[src/rtl/i2c_slv_pkg.sv]
package i2c_slv_pkg;

    localparam int BYTE_W = 8;
    localparam int CNT_W  = 4;

    typedef enum logic [2:0] {
        ST_IDLE,
        ST_ADDR,
        ST_ADDR_ACK,
        ST_RX,
        ST_RX_ACK,
        ST_TX,
        ST_TX_ACK,
        ST_SKIP
    } slv_state_e;

    typedef struct packed {
        slv_state_e          st;
        logic [CNT_W-1:0]    cnt;
        logic [BYTE_W-1:0]   sh;
        logic [BYTE_W-1:0]   ptr;
        logic                first;
        logic                rw;
        logic                oe;
        logic                nack;
        logic                we;
        logic                re;
        logic                rd_pend;
        logic [BYTE_W-1:0]   addr;
        logic [BYTE_W-1:0]   wdata;
    } slv_regs_t;

    typedef struct packed {
        logic scl_prev;
        logic sda_prev;
    } cond_regs_t;

endpackage

[src/rtl/i2c_slv_sync.sv]
module i2c_slv_sync #(
    parameter int W      = 2,
    parameter int STAGES = 2
) (
    input  logic         clk,
    input  logic         rst_n,
    input  logic [W-1:0] d_i,
    output logic [W-1:0] q_o
);
    logic [STAGES-1:0][W-1:0] stg_d;
    logic [STAGES-1:0][W-1:0] stg_q;

    // Idle bus lines are high, so the chain resets to ones.
    genvar g;
    generate
        for (g = 0; g < STAGES; g++) begin : g_stage
            if (g == 0) begin : g_first
                assign stg_d[g] = d_i;
            end else begin : g_next
                assign stg_d[g] = stg_q[g-1];
            end
        end
    endgenerate

    always_ff @(posedge clk or negedge rst_n) begin
        if (!rst_n) stg_q <= '1;
        else        stg_q <= stg_d;
    end

    assign q_o = stg_q[STAGES-1];
endmodule

[src/rtl/i2c_slv_cond.sv]
module i2c_slv_cond
    import i2c_slv_pkg::*;
(
    input  logic clk,
    input  logic rst_n,
    input  logic scl_s,
    input  logic sda_s,
    output logic scl_rise_o,
    output logic scl_fall_o,
    output logic start_o,
    output logic stop_o
);
    cond_regs_t c_d, c_q;

    always_comb begin
        c_d.scl_prev = scl_s;
        c_d.sda_prev = sda_s;
    end

    always_ff @(posedge clk or negedge rst_n) begin
        if (!rst_n) c_q <= '{scl_prev: 1'b1, sda_prev: 1'b1};
        else        c_q <= c_d;
    end

    assign scl_rise_o = scl_s & ~c_q.scl_prev;
    assign scl_fall_o = ~scl_s & c_q.scl_prev;
    // A data-line edge while the clock stays high is a bus condition.
    assign start_o    = c_q.sda_prev & ~sda_s & scl_s & c_q.scl_prev;
    assign stop_o     = ~c_q.sda_prev & sda_s & scl_s & c_q.scl_prev;

    a_r8_no_both_conditions: assert property (@(posedge clk) disable iff (!rst_n)
        !(start_o && stop_o));
endmodule

[src/rtl/i2c_slv_fsm.sv]
module i2c_slv_fsm
    import i2c_slv_pkg::*;
#(
    parameter logic [6:0] DEV_ADDR = 7'h2A
) (
    input  logic              clk,
    input  logic              rst_n,
    input  logic              scl_lvl_i,
    input  logic              sda_lvl_i,
    input  logic              scl_rise_i,
    input  logic              scl_fall_i,
    input  logic              start_i,
    input  logic              stop_i,
    input  logic [BYTE_W-1:0] rdata_i,
    output logic              oe_o,
    output logic [BYTE_W-1:0] addr_o,
    output logic [BYTE_W-1:0] wdata_o,
    output logic              we_o,
    output logic              re_o
);
    localparam logic [CNT_W-1:0] LAST_BIT = CNT_W'(BYTE_W);

    slv_regs_t q, d;

    always_comb begin
        d         = q;
        d.we      = 1'b0;
        d.re      = 1'b0;
        d.rd_pend = q.re;
        if (q.rd_pend) d.sh = rdata_i;

        if (start_i) begin
            d.st    = ST_ADDR;
            d.cnt   = '0;
            d.first = 1'b1;
            d.oe    = 1'b0;
        end else if (stop_i) begin
            d.st  = ST_IDLE;
            d.cnt = '0;
            d.oe  = 1'b0;
        end else begin
            unique case (q.st)
                ST_ADDR: begin
                    if (scl_rise_i && q.cnt < LAST_BIT) begin
                        d.sh  = {q.sh[BYTE_W-2:0], sda_lvl_i};
                        d.cnt = q.cnt + 1'b1;
                    end else if (scl_fall_i && q.cnt == LAST_BIT) begin
                        if (q.sh[BYTE_W-1:1] == DEV_ADDR) begin
                            d.st = ST_ADDR_ACK;
                            d.oe = 1'b1;
                            d.rw = q.sh[0];
                            if (q.sh[0]) begin
                                d.re   = 1'b1;
                                d.addr = q.ptr;
                            end
                        end else begin
                            d.st = ST_SKIP;
                        end
                    end
                end
                ST_ADDR_ACK: begin
                    if (scl_fall_i) begin
                        d.cnt = '0;
                        if (q.rw) begin
                            d.st = ST_TX;
                            d.oe = ~q.sh[BYTE_W-1];
                        end else begin
                            d.st = ST_RX;
                            d.oe = 1'b0;
                        end
                    end
                end
                ST_RX: begin
                    if (scl_rise_i && q.cnt < LAST_BIT) begin
                        d.sh  = {q.sh[BYTE_W-2:0], sda_lvl_i};
                        d.cnt = q.cnt + 1'b1;
                    end else if (scl_fall_i && q.cnt == LAST_BIT) begin
                        d.st = ST_RX_ACK;
                        d.oe = 1'b1;
                        if (q.first) begin
                            d.ptr   = q.sh;
                            d.first = 1'b0;
                        end else begin
                            d.we    = 1'b1;
                            d.addr  = q.ptr;
                            d.wdata = q.sh;
                            d.ptr   = q.ptr + 1'b1;
                        end
                    end
                end
                ST_RX_ACK: begin
                    if (scl_fall_i) begin
                        d.st  = ST_RX;
                        d.oe  = 1'b0;
                        d.cnt = '0;
                    end
                end
                ST_TX: begin
                    if (scl_rise_i && q.cnt < LAST_BIT) begin
                        d.cnt = q.cnt + 1'b1;
                    end else if (scl_fall_i) begin
                        if (q.cnt == LAST_BIT) begin
                            d.st  = ST_TX_ACK;
                            d.oe  = 1'b0;
                            d.ptr = q.ptr + 1'b1;
                        end else if (q.cnt != '0) begin
                            d.sh = {q.sh[BYTE_W-2:0], 1'b0};
                            d.oe = ~q.sh[BYTE_W-2];
                        end
                    end
                end
                ST_TX_ACK: begin
                    if (scl_rise_i) begin
                        d.nack = sda_lvl_i;
                        if (!sda_lvl_i) begin
                            d.re   = 1'b1;
                            d.addr = q.ptr;
                        end
                    end else if (scl_fall_i) begin
                        d.cnt = '0;
                        if (q.nack) begin
                            d.st = ST_SKIP;
                        end else begin
                            d.st = ST_TX;
                            d.oe = ~q.sh[BYTE_W-1];
                        end
                    end
                end
                default: ;
            endcase
        end
    end

    always_ff @(posedge clk or negedge rst_n) begin
        if (!rst_n) begin
            q       <= '0;
            q.st    <= ST_IDLE;
            q.first <= 1'b1;
        end else begin
            q <= d;
        end
    end

    assign oe_o    = q.oe;
    assign addr_o  = q.addr;
    assign wdata_o = q.wdata;
    assign we_o    = q.we;
    assign re_o    = q.re;

    a_r1_ack_own_addr: assert property (@(posedge clk) disable iff (!rst_n)
        ($past(q.st) == ST_ADDR && q.st == ST_ADDR_ACK) |-> ($past(q.sh[BYTE_W-1:1]) == DEV_ADDR));
    a_r2_write_from_rx: assert property (@(posedge clk) disable iff (!rst_n)
        q.we |-> ($past(q.st) == ST_RX));
    a_r7_skip_released: assert property (@(posedge clk) disable iff (!rst_n)
        (q.st == ST_SKIP) |-> !q.oe);
    a_r8_start_restarts: assert property (@(posedge clk) disable iff (!rst_n)
        start_i |=> (q.st == ST_ADDR && q.cnt == '0));
    a_r9_sda_moves_low: assert property (@(posedge clk) disable iff (!rst_n)
        $stable(q.oe) || !$past(scl_lvl_i) || $past(start_i || stop_i));
    a_r10_strobes_exclusive: assert property (@(posedge clk) disable iff (!rst_n)
        !(q.we && q.re));
    a_r10_we_single: assert property (@(posedge clk) disable iff (!rst_n)
        q.we |=> !q.we);
    a_r10_re_single: assert property (@(posedge clk) disable iff (!rst_n)
        q.re |=> !q.re);
endmodule

[src/rtl/i2c_reg_slave.sv]
module i2c_reg_slave
    import i2c_slv_pkg::*;
#(
    parameter logic [6:0] DEV_ADDR    = 7'h2A,
    parameter int         SYNC_STAGES = 2
) (
    input  logic       clk,
    input  logic       rst_n,
    input  logic       scl_i,
    input  logic       sda_i,
    output logic       sda_oe_o,
    output logic [7:0] reg_addr_o,
    output logic [7:0] reg_wdata_o,
    output logic       reg_we_o,
    output logic       reg_re_o,
    input  logic [7:0] reg_rdata_i
);
    logic [1:0] lines_s;
    logic scl_rise, scl_fall, bus_start, bus_stop;

    i2c_slv_sync #(.W(2), .STAGES(SYNC_STAGES)) u_sync (
        .clk   (clk),
        .rst_n (rst_n),
        .d_i   ({scl_i, sda_i}),
        .q_o   (lines_s)
    );

    i2c_slv_cond u_cond (
        .clk        (clk),
        .rst_n      (rst_n),
        .scl_s      (lines_s[1]),
        .sda_s      (lines_s[0]),
        .scl_rise_o (scl_rise),
        .scl_fall_o (scl_fall),
        .start_o    (bus_start),
        .stop_o     (bus_stop)
    );

    i2c_slv_fsm #(.DEV_ADDR(DEV_ADDR)) u_fsm (
        .clk        (clk),
        .rst_n      (rst_n),
        .scl_lvl_i  (lines_s[1]),
        .sda_lvl_i  (lines_s[0]),
        .scl_rise_i (scl_rise),
        .scl_fall_i (scl_fall),
        .start_i    (bus_start),
        .stop_i     (bus_stop),
        .rdata_i    (reg_rdata_i),
        .oe_o       (sda_oe_o),
        .addr_o     (reg_addr_o),
        .wdata_o    (reg_wdata_o),
        .we_o       (reg_we_o),
        .re_o       (reg_re_o)
    );
endmodule

[config.mk]
export PLATFORM = sky130hd
export DESIGN_NAME = i2c_reg_slave
export DESIGN_NICKNAME = d
export VERILOG_FILES = /design/src/rtl/i2c_slv_pkg.sv /design/src/rtl/i2c_slv_sync.sv /design/src/rtl/i2c_slv_cond.sv /design/src/rtl/i2c_slv_fsm.sv /design/src/rtl/i2c_reg_slave.sv
export SDC_FILE = /design/constraint.sdc
export NUM_CORES = 1
export LEC_CHECK = 0
export BUFFER_PORTS_ARGS = -buffer_cell sky130_fd_sc_hd__buf_2
export CAP_MARGIN = 20
export CORE_MARGIN = 2
export CORE_UTILIZATION = 53
export DETAILED_ROUTE_END_ITERATION = 10
export HOLD_SLACK_MARGIN = 0.15
export PLACE_DENSITY_LB_ADDON = 0.05
export SETUP_SLACK_MARGIN = 0.2
export SLEW_MARGIN = 0
export SYNTH_ARGS = -nofsm -noshare
export SYNTH_HDL_FRONTEND = slang
export SYNTH_SLANG_ARGS = --single-unit
[constraint.sdc]
create_clock -name clk -period 1.8 [get_ports clk]
set_input_delay 0.09 -clock clk [delete_from_list [all_inputs] [get_ports clk]]
set_output_delay 0.09 -clock clk [all_outputs]
set_load 0.02 [all_outputs]
### After elaboration in Yosys (flattened, before gate mapping)

Cells that the tools add are included.
Widths: inputs -> output; s select.

* add/sub/neg operators: 2
* order comparisons: 1
* equality and inequality tests: 37
* mux-type cells: 76
* bitwise logic cells: 18
* reductions and logical operators: 18

Operator list (number)
* $mux 16: 6
* $mux 8: 11
* $mux 7: 6
* $pmux 7 s6: 1
* $ne 4x3->1 const B: 9
* $pmux 8 s2: 2
* $mux 1: 27
* $mux 3: 9
* $pmux 8 s3: 1
* $reduce_and 12->1: 2
* $ne 4x4->1 const B: 5
* $mux 18: 1
* $mux 9: 2
* $reduce_and 6->1: 3
* $ne 2x1->1 const B: 7
* $ne 2x2->1 const B: 7
* $reduce_and 14->1: 1
* $mux 12: 1
* $mux 2: 6
* $not 1->1: 10
* $eq 3x3->1 const B: 3
* $add 8x1->8 const B: 1
* $and 1x1->1: 8
* $reduce_and 4->1: 2
* other kinds (17): 21

* flip-flop bits (word level): 52
* input port bits: 12
* output and inout port bits: 19
* word-level logic and storage cells: 169

### Depth between registers and ports, before layout

* depth in word-level cells: 8
* mapped depth: 8
* gate-level depth less buffers: 7

### Cells and area by module

A second synthesis with hierarchy kept.

* cells, all modules: 303
* area, all modules: 2940.3 um^2

By module, submodules not included
* i2c_slv_fsm: instances 1, cells each 293, area an instance 2750.1 um^2, seq. area each 1152.4 um^2
* i2c_slv_sync: instances 1, cells each 4, area an instance 105.1 um^2, seq. area each 105.1 um^2
* i2c_slv_cond: instances 1, cells each 6, area an instance 85.1 um^2, seq. area each 52.6 um^2

### Worst setup path after synthesis

Ideal clock, no wire load.

* kind: reg-to-reg
* start: register u_sync.stg_q (netlist bit u_sync.q_o[1])
* end: register u_fsm.q (netlist bit u_fsm.addr_o[0])
* library setup time: 0.125 ns
* arrival time: 1.760 ns
* slack: -0.085 ns
* cell stages (with the launch flop): 6
* buffers on the path: 1
* period minus slack after synthesis: 1.885 ns
* cell sequence: dfstp_2 > nand2b_4 > or4_4 > a22o_1 > buf_6 > mux2_4

* longest elaborated chain between the ends: 5
* elaborated cells between the ends (all ways): 17
* those cells by class: eq/ne: 5; bitwise: 9; reduce/logical: 3

Ends and longest elaborated chain
* start: declaration: RTL line i2c_slv_sync.sv:11 `logic [STAGES-1:0][W-1:0] stg_q;`
* start signal: assignment: RTL line i2c_slv_sync.sv:27 `else stg_q <= stg_d;`
* $not 1->1: RTL line i2c_slv_cond.sv:26 `assign scl_fall_o = ~scl_s & c_q.scl_prev;`
* $and 1x1->1: RTL line i2c_slv_cond.sv:26
* $logic_and 1x1->1: RTL line i2c_slv_fsm.sv:47, i2c_slv_fsm.sv:77
* $ne 2x1->1 (no line)
* $reduce_and 12->1 (no line) (*)
* end: declaration: RTL line i2c_slv_fsm.sv:23 `slv_regs_t q, d;`

Every way passes the cells marked *; elsewhere a longest branch is shown, timed or not.
A chain may end at the register's enable or synchronous reset.

### Worst setup path in the final report

* start: register u_fsm.q[39] in the netlist's numbering
* end: register u_fsm.q (netlist bit u_fsm.addr_o[1])

* longest elaborated chain between the ends: 4
* elaborated cells between the ends (all ways): 9
* those cells by class: order compare: 1; eq/ne: 5; reduce/logical: 3

Ends and longest elaborated chain
* $lt 4x4->1 / $eq 4x4->1 (equally long branches)
* $logic_and 1x1->1, on equally long branches
* $ne 2x2->1 (no line) / $ne 2x1->1 (equally long branches)
* $reduce_and 12->1 (no line) (*)

Marked as above.

==> metrics <==
power per cell area 1073 nW/um^2; HPWL Detailed 4694 um; Num CTS Buffers 5; FF+latch count, synth 52; FFs w/ async S/R, synth 100.0%; CTS clock-pin slew for the worst setup and hold paths 0.09 ns; Worst Reg-to-Reg Cells 8; Placed Cells 384; layer with the highest usage met2; sequential power share 36.8%; met3 usage in global routing 3.294%; ANT nets after route 0; peak supply drop 0.0007420 V; Netlist cell types 58; leakage 0.001748 uW; Max-Cap Viols 0; DR WL/cell 16.74 um; initial DRC count 141; # port buffers 30; DR pass1 iterations 4; Final Hold Viols 0; setup violators final 21; DRC viols 0; Core Area 5107 sq um; reg2reg setup slack -0.11 ns; clock buffer depth 2; CTS tree built; RSZ-0062 raised after global routing true; share of post-route cells with drive strength above 1 48.39%; CP max-delay cell dfrtp_1; failing checks negative setup slack; Clock Skews 0.01045 ns; diode count 0; Reg area 1310 sq um; clock root cell clkbuf_8; Syn Area/Cell 10.43 sq um; Post-Synthesis Cells 269; CTS H-tree depth 2; most frequent cells in the layout 45 x dfrtp_1, 37 x buf_4, 30 x buf_2, 19 x a21oi_1; Slew headroom 65.77%; prevailing post-synth register cell dfrtp_1; status finished, violations left; CP arrival 2.10 ns; routed vias 2284; Yosys Warn Count 0; largest net degree at the start of global routing 33; Skew-Pair Late Insertion Delay 0.30 ns; Top Ports 31; Critical Path Source Type flop; final net count 355; Worst EP required 1.99 ns; clock network power share 15.8%; Starting Density 54.95%; Max Freq 524.1 MHz; met1 GRT Util 30.37%; DP Area 3222 sq um; Synth Net Count 284; M2 GR Usage 42.46%; vias in the first global route 2285; WL final 6880 um; CP peak stage delay 0.38 ns; total congestion overflow 0; crit end category flop; Net Switching 1580 uW; Reg2Reg Launch Point u_fsm.q[39]; post-route cell area 3732 sq um; CP Class reg2reg; Net Sw Frac 39.47%; row cnt 26; final RePlAce weighted congestion 0.8803; Tmin final 1.908 ns; Slew @ Worst Pin 0.5135 ns; Vias/cell 5.557; Logic pwr share 47.4%; Cell Chain, Critical Path inv_1 > ha_2 > nand3b_1 > buf_4 > nor2_4 > o211ai_4 > a22o_4 > mux2_4; Finished Core Util 73.08%; clk sinks 52; post-synthesis sequential area ratio 46.68%; Die Ht 76.77 um; first-pass GRT wire length 11230 um; antenna violations before repair 0; Worst Slack Setup Final -0.1081 ns; Post-synth EDFFs 0; Hold Path Class in2async; period utilisation layout 106.0%; worst r2r dst u_fsm.addr_o[1]; area of the mapped netlist 2806 sq um; Fillers 370; die area 5893 sq um; Finished Layout Cells 411; All-Layer GR Usage 24.39%; pre-CTS setup slack -0.2108 ns; Slew Viols, Final 0; area of the multi-input gates 1506 sq um; Die X 76.77 um; crit path max fanout 8; Area Growth Syn to Fin 32.99%; commonest non-fill, non-tap cell in the layout dfrtp_1; Internal 2424 uW
[worst max-delay path: cells and delay by family (launching register included)]
family          cells  cell delay, ns
compound gates      2            0.40
flops               1            0.38
mux                 1            0.31
simple gates        2            0.28
buf+inv             2            0.26
fa+ha+maj           1            0.17
[power groups by stage]
stage / Sequential (uW) / Clock (uW) / Combinational, uW
2_1_floorplan: 1540 / 0 / 964
3_3_place_gp: 1480 / 0 / 1640
3_5_place_dp: 1480 / 0 / 1660
4_1_cts: 1460 / 651 / 1780
5_1_grt: 1500 / 697 / 2060
6_report: 1480 / 632 / 1900
[through the flow]
step                hold WS (ns)  setup TNS [ns]  total power (uW)
global route              0.3244          -4.216              4258
floorplan                -0.2056         -0.6814              2501
CTS                       0.2804         -0.5506              3896
finish                    0.2786          -1.561              4004
global placement         0.07579          -1.669              3115
detailed placement       0.08209          -2.155              3142
[sequential cells by signal (all words and copies together) (netlist names)]
name / cells
u_sync.stg_d: 2
u_fsm.re_o: 1
u_sync.q_o: 2
u_fsm.we_o: 1
u_fsm.addr_o: 8
u_fsm.oe_o: 1
u_fsm.wdata_o: 8
u_fsm.q: 27
u_cond.c_q: 2
[timing repair]
item,CTS,global route
hold endpoints to repair,52,0
setup buffers,5,2
hold buffers,11,0
endpoints found under the setup margin,41,43
gates resized for setup,38,31
pin swaps,11,10
cloned,1,0
[worst max path at each step]
stage / start / end / cells after the start
6_report: u_fsm.q[39] / u_fsm.addr_o[1] / 8
5_1_grt: u_fsm.q[39] / u_fsm.addr_o[6] / 8
4_1_cts: u_fsm.q[39] / u_fsm.q[26] / 8
3_5_place_dp: u_sync.q_o[1] / u_fsm.addr_o[1] / 4
3_3_place_gp: u_sync.q_o[1] / u_fsm.addr_o[0] / 4
2_1_floorplan: u_sync.q_o[1] / u_fsm.addr_o[0] / 5
[kinds of logic (layout without fill, tap and decap cells)]
group,count (synthesis),after routing,synth area share [%]
compound gates,65,65,14.76
xor+xnor,2,2,0.6243
fa+ha+maj,3,3,1.338
buf+inv,37,109,7.757
flops,52,52,46.68
mux,29,29,12.26
simple gates,81,81,16.59
[per-layer routing]
layer | vias to the layer above | part of all wire, %
li1 | 1094 | -
met1 | 1123 | 41
met2 | 51 | 53
met3 | 16 | 3.1
met4 | 0 | 2.8
met5 | - | 0
[cells in the mapped netlist, types with 2 or more instances]
cell / n / area share (%)
a21oi_2: 2 / 0.62
nand4_1: 2 / 0.45
nor2_4: 2 / 0.80
mux2_4: 8 / 4.3
nand3_1: 8 / 1.4
dfstp_2: 7 / 6.6
inv_1: 8 / 1.1
nand3b_1: 2 / 0.53
o211ai_1: 2 / 0.53
a211oi_1: 3 / 0.80
o21ai_1: 7 / 1.2
a31o_2: 2 / 0.62
and3_1: 3 / 0.67
o21a_1: 3 / 0.80
o21ai_0: 10 / 1.8
a22oi_1: 5 / 1.3
nor2b_1: 5 / 1.1
mux2_2: 3 / 1.2
buf_2: 6 / 1.1
nor2_1: 20 / 2.7
clkbuf_1: 3 / 0.40
nor3_1: 9 / 1.6
mux2_1: 8 / 3.2
dfrtp_1: 45 / 40
buf_4: 17 / 4.5
a21oi_1: 22 / 3.9
mux2i_1: 10 / 3.6
nand2_1: 13 / 1.7
ha_1: 3 / 1.3
a22o_1: 2 / 0.62
nand2b_1: 2 / 0.45
[final cells by class]
type | instances | area share, %
repair buffers | 92 | 19.11
clock buffers | 7 | 2.045
clock inverters | 1 | 0.1341
multi-input cells | 180 | 40.36
inverters | 9 | 0.9051
well taps | 70 | 2.347
flip-flops and latches | 52 | 35.10
Note: power is estimated with default switching activity, not from simulation.
